## config.mk

```make
export PLATFORM = sky130hd
export DESIGN_NAME = vliw_long_rules
export DESIGN_NICKNAME = d
export VERILOG_FILES = /design/src/rtl/vliw_chk_pkg.sv /design/src/rtl/vliw_long_rules.sv
export SDC_FILE = /design/constraint.sdc
export NUM_CORES = 1
export LEC_CHECK = 0
export BUFFER_PORTS_ARGS = -buffer_cell sky130_fd_sc_hd__buf_4
export CAP_MARGIN = 10
export CELL_PAD_IN_SITES_DETAIL_PLACEMENT = 0
export CELL_PAD_IN_SITES_GLOBAL_PLACEMENT = 1
export CORE_MARGIN = 2
export CORE_UTILIZATION = 28
export DETAILED_ROUTE_END_ITERATION = 12
export MAX_ROUTING_LAYER = met4
export PLACE_DENSITY = 0.92
export SLEW_MARGIN = 20
export SYNTH_ARGS = -nofsm -noshare
export SYNTH_HDL_FRONTEND = slang
export SYNTH_SLANG_ARGS = --single-unit
```

## constraint.sdc

```tcl
create_clock -name vclk -period 5.5
set_input_delay 1.1 -clock vclk [all_inputs]
set_output_delay 1.1 -clock vclk [all_outputs]
set_load 0.03 [all_outputs]
```

## src/rtl/vliw_chk_pkg.sv

```systemverilog
// Package: shared unit-class encoding and width helpers for the packet checker.
// Assumes: two datapath sides, side bit 0 = A file, 1 = B file.
package vliw_chk_pkg;

    typedef enum logic [1:0] {
        UNIT_L = 2'd0,
        UNIT_S = 2'd1,
        UNIT_M = 2'd2,
        UNIT_D = 2'd3
    } unit_e;

    localparam int unsigned UNIT_W = 2;
    localparam int unsigned NUM_FILES = 2;

endpackage

```

## src/rtl/vliw_long_rules.sv

```systemverilog
// Module: long-result rule. A long result on an L or S unit uses the single
// wide write port of its side; two on one side conflict. Long flags on M or
// D units are ignored. Assumes: combinational, unit code from vliw_chk_pkg.
module vliw_long_rules
    import vliw_chk_pkg::*;
#(
    parameter int unsigned NUM_SLOTS = 8
) (
    input  logic [NUM_SLOTS-1:0]        slot_valid,
    input  logic [NUM_SLOTS*UNIT_W-1:0] slot_unit,
    input  logic [NUM_SLOTS-1:0]        slot_side,
    input  logic [NUM_SLOTS-1:0]        slot_long,
    output logic [NUM_SLOTS-1:0]        long_bad_mask,
    output logic [NUM_FILES-1:0]        long_files
);

    logic [NUM_SLOTS-1:0] ls_unit;
    logic [NUM_SLOTS-1:0] wide_a;
    logic [NUM_SLOTS-1:0] wide_b;

    // Decode per slot whether the unit owns the shared wide write port.
    for (genvar g = 0; g < NUM_SLOTS; g++) begin : g_unit
        unit_e u;
        assign u = unit_e'(slot_unit[g*UNIT_W +: UNIT_W]);
        assign ls_unit[g] = (u == UNIT_L) || (u == UNIT_S);
    end

    // Split qualifying long writers by destination side.
    always_comb begin
        wide_a = slot_valid & slot_long & ls_unit & ~slot_side;
        wide_b = slot_valid & slot_long & ls_unit &  slot_side;
    end

    // Report the sides written and the slots that overload a side.
    always_comb begin
        long_files[0] = |wide_a;
        long_files[1] = |wide_b;
        long_bad_mask = (|(wide_a & (wide_a - 1'b1)) ? wide_a : '0)
                      | (|(wide_b & (wide_b - 1'b1)) ? wide_b : '0);
    end

endmodule

```

==> results.sh <==
export IMPL_period_share_pct=68.3
export IMPL_cp_max_fo=6
export IMPL_globalRouteOverflowTotal=0
export IMPL_netlist_area_um2=562
export IMPL_ant_nets=0
export IMPL_status="finished clean"
export IMPL_initial_core_util_pct=29.2
export IMPL_leakagePower_nw=0.440
export IMPL_cp_data_required_time_ps=4400
export IMPL_n_antenna_cell=0
export IMPL_crit_family="simple AND/OR/NAND/NOR gates"
export IMPL_core_um2=1920
export IMPL_swShare_pct=49.0
export IMPL_switchingPower_mw=0.0313
export IMPL_fill_cells=209
export IMPL_postCtsHoldBufs=0
export IMPL_drt_vias_per_instance=5.56
export IMPL_use_met3_pct=1.84
export IMPL_synth_warnings=0
export IMPL_netlist_instances=71
export IMPL_hold_viol_final=0
export IMPL_multi_input_area_um2=562
export IMPL_grt_setup_unrepaired="no"
export IMPL_path_cells="buf_4 > and4b_1 > nor4_4 > nand3_1 > a211oi_1 > o22ai_1 > buf_4"
export IMPL_synthDistinctLibCells=31
export IMPL_layout_common_cells="buf_4 (42), nor2_1 (7), nand3_1 (7), nand4b_1 (6)"
export IMPL_yosysSeqAreaShare_pct=0
export IMPL_drive_gt1_share_pct=48.7
export IMPL_nClkBuffers=0
export IMPL_row_count=16
export IMPL_setup_viol=0
export IMPL_min_path_type="in -> out"
export IMPL_area_delta_synth_final_pct=62.1
export IMPL_synth_area_leaders="nand4b_1 (9.4%), and4bb_2 (8.9%), nor4_4 (7.6%)"
export IMPL_grt_max_degree=7
export IMPL_cp_start_kind="primary input"
export IMPL_layout_commonest_cell="buf_4"
export IMPL_grt_pass1_wl_mm=2.95
export IMPL_fp_dieW_um=48.8
export IMPL_use_met2_pct=29.0
export IMPL_maxSlewViolCount=0
export IMPL_seq_cells=0
export IMPL_drtIter0Drc=4
export IMPL_synth_nets=111
export IMPL_cts_resized=0
export IMPL_die_area_um2=2380
export IMPL_grt_pass1_vias=694
export IMPL_pwr_share_comb_pct=100.0
export IMPL_io_pins=50
export IMPL_tns_ps=0
export IMPL_gr_usage_met1_pct=17.8
export IMPL_hold_ws_ps=2490
export IMPL_final_nets=155
export IMPL_pwr_share_clk_pct=0
export IMPL_dp_hpwl_mm=1.62
export IMPL_critPathMaxStageDelay_ps=320
export IMPL_seqPwrFrac_pct=0
export IMPL_syn_area_per_cell_um2=7.91
export IMPL_synth_top_cell_area_share_pct=9.35
export IMPL_vias=779
export IMPL_grt_busiest_layer="met2"
export IMPL_power_density_nw_per_um2=70.2
export IMPL_postCtsSetupRepairBufs=0
export IMPL_wire_per_inst_um=13.0
export IMPL_relSlewSlack_pct=70.3
export IMPL_crit_slowest_cell="nor4_4"
export IMPL_gp_congestion=0.697
export IMPL_first_pass_iters=4
export IMPL_end_kind="output port"
export IMPL_cp_buffers_inverters=2
export IMPL_worst_slew_pin_slew_ps=443
export IMPL_drv_cap=0
export IMPL_track_usage_pct=15.1
export IMPL_seq_area_um2=0
export IMPL_vdd_drop_max_v=0.0000286
export IMPL_path_class="in -> out"
export IMPL_port_buffers=42
export IMPL_period_needed_ps=3760
export IMPL_route_detailed_drc=0
export IMPL_yosysTopAreaCell="nand4b_1"
export IMPL_antenna_found_initial=0
export IMPL_die_h_um=48.8
export IMPL_p_int_mw=0.0326
export IMPL_finalWirelength_mm=1.82
export IMPL_fmax_mhz=266
export IMPL_path_common_cell="buf_4"
export IMPL_arrival_ps=2660
## worst paths after layout
check,from,end,slack (ps),cells past startpoint
worst max-delay path,slot_valid[4],long_bad_mask[3],1740,7
worst min-delay path,slot_unit[13],long_bad_mask[6],2490,3
## power by group through the flow
stage          logic [mW]  registers, mW  clock network, mW
2_1_floorplan      0.0328              0                  0
3_3_place_gp       0.0620              0                  0
3_5_place_dp       0.0640              0                  0
4_1_cts            0.0640              0                  0
5_1_grt            0.0692              0                  0
6_report           0.0640              0                  0
## worst min-delay path: stages
cell and delay [ps]:
buf_4 90, nor3_1 50, buf_4 160
## synth_stat cells
library cell / n
nand3b_1: 1
a2111oi_0: 1
a31oi_1: 3
or3_1: 1
nand2_1: 5
nand3b_2: 1
nand4b_1: 6
a32oi_2: 1
and4b_1: 2
a211oi_2: 1
o22ai_1: 3
and4b_2: 1
o31ai_1: 5
and4bb_2: 4
nor4bb_1: 1
nor2_1: 7
o211ai_1: 1
nand3_1: 7
or4_1: 1
mux2i_1: 1
a211oi_1: 1
and4b_4: 3
a21o_1: 1
nor3_1: 2
nor4_4: 2
o21ai_0: 1
o21ai_1: 1
maj3_1: 1
and2_1: 1
and4bb_1: 2
a21oi_1: 3
## logic make-up after synthesis
logic type | count (synthesis) | share of synthesized area, %
adder cells (fa/ha/maj) | 1 | 1.78
AO/OA/AOI/OAI | 22 | 28.5
AND/OR/NAND/NOR | 47 | 67.9
multiplexers | 1 | 1.78
## layout make-up
class | count | area share [%]
Multi-Input combinational cell | 71 | 61.7
Timing Repair Buffer | 42 | 34.6
Tap cell | 27 | 3.71
## stage by stage
stage | util, % | cells | instance area [um^2] | setup WS [ps] | power (mW)
final | 47.4 | 140 | 911 | 1740 | 0.0640
after floorplan | - | 71 | 562 | 1980 | 0.0328
after global routing | 47.4 | 140 | 911 | 1630 | 0.0692
after global placement | 47.4 | 140 | 911 | 1780 | 0.0620
after CTS | 47.4 | 140 | 911 | 1750 | 0.0640
after detailed placement | 47.4 | 140 | 911 | 1750 | 0.0640
## per-layer routing
layer  share of wire [%]  up-vias
li1                    -      399
met1                  42      356
met2                  52       24
met3                 5.2        0
met4                   0        0
met5                   0        -
(Power assumes the default switching activity.)
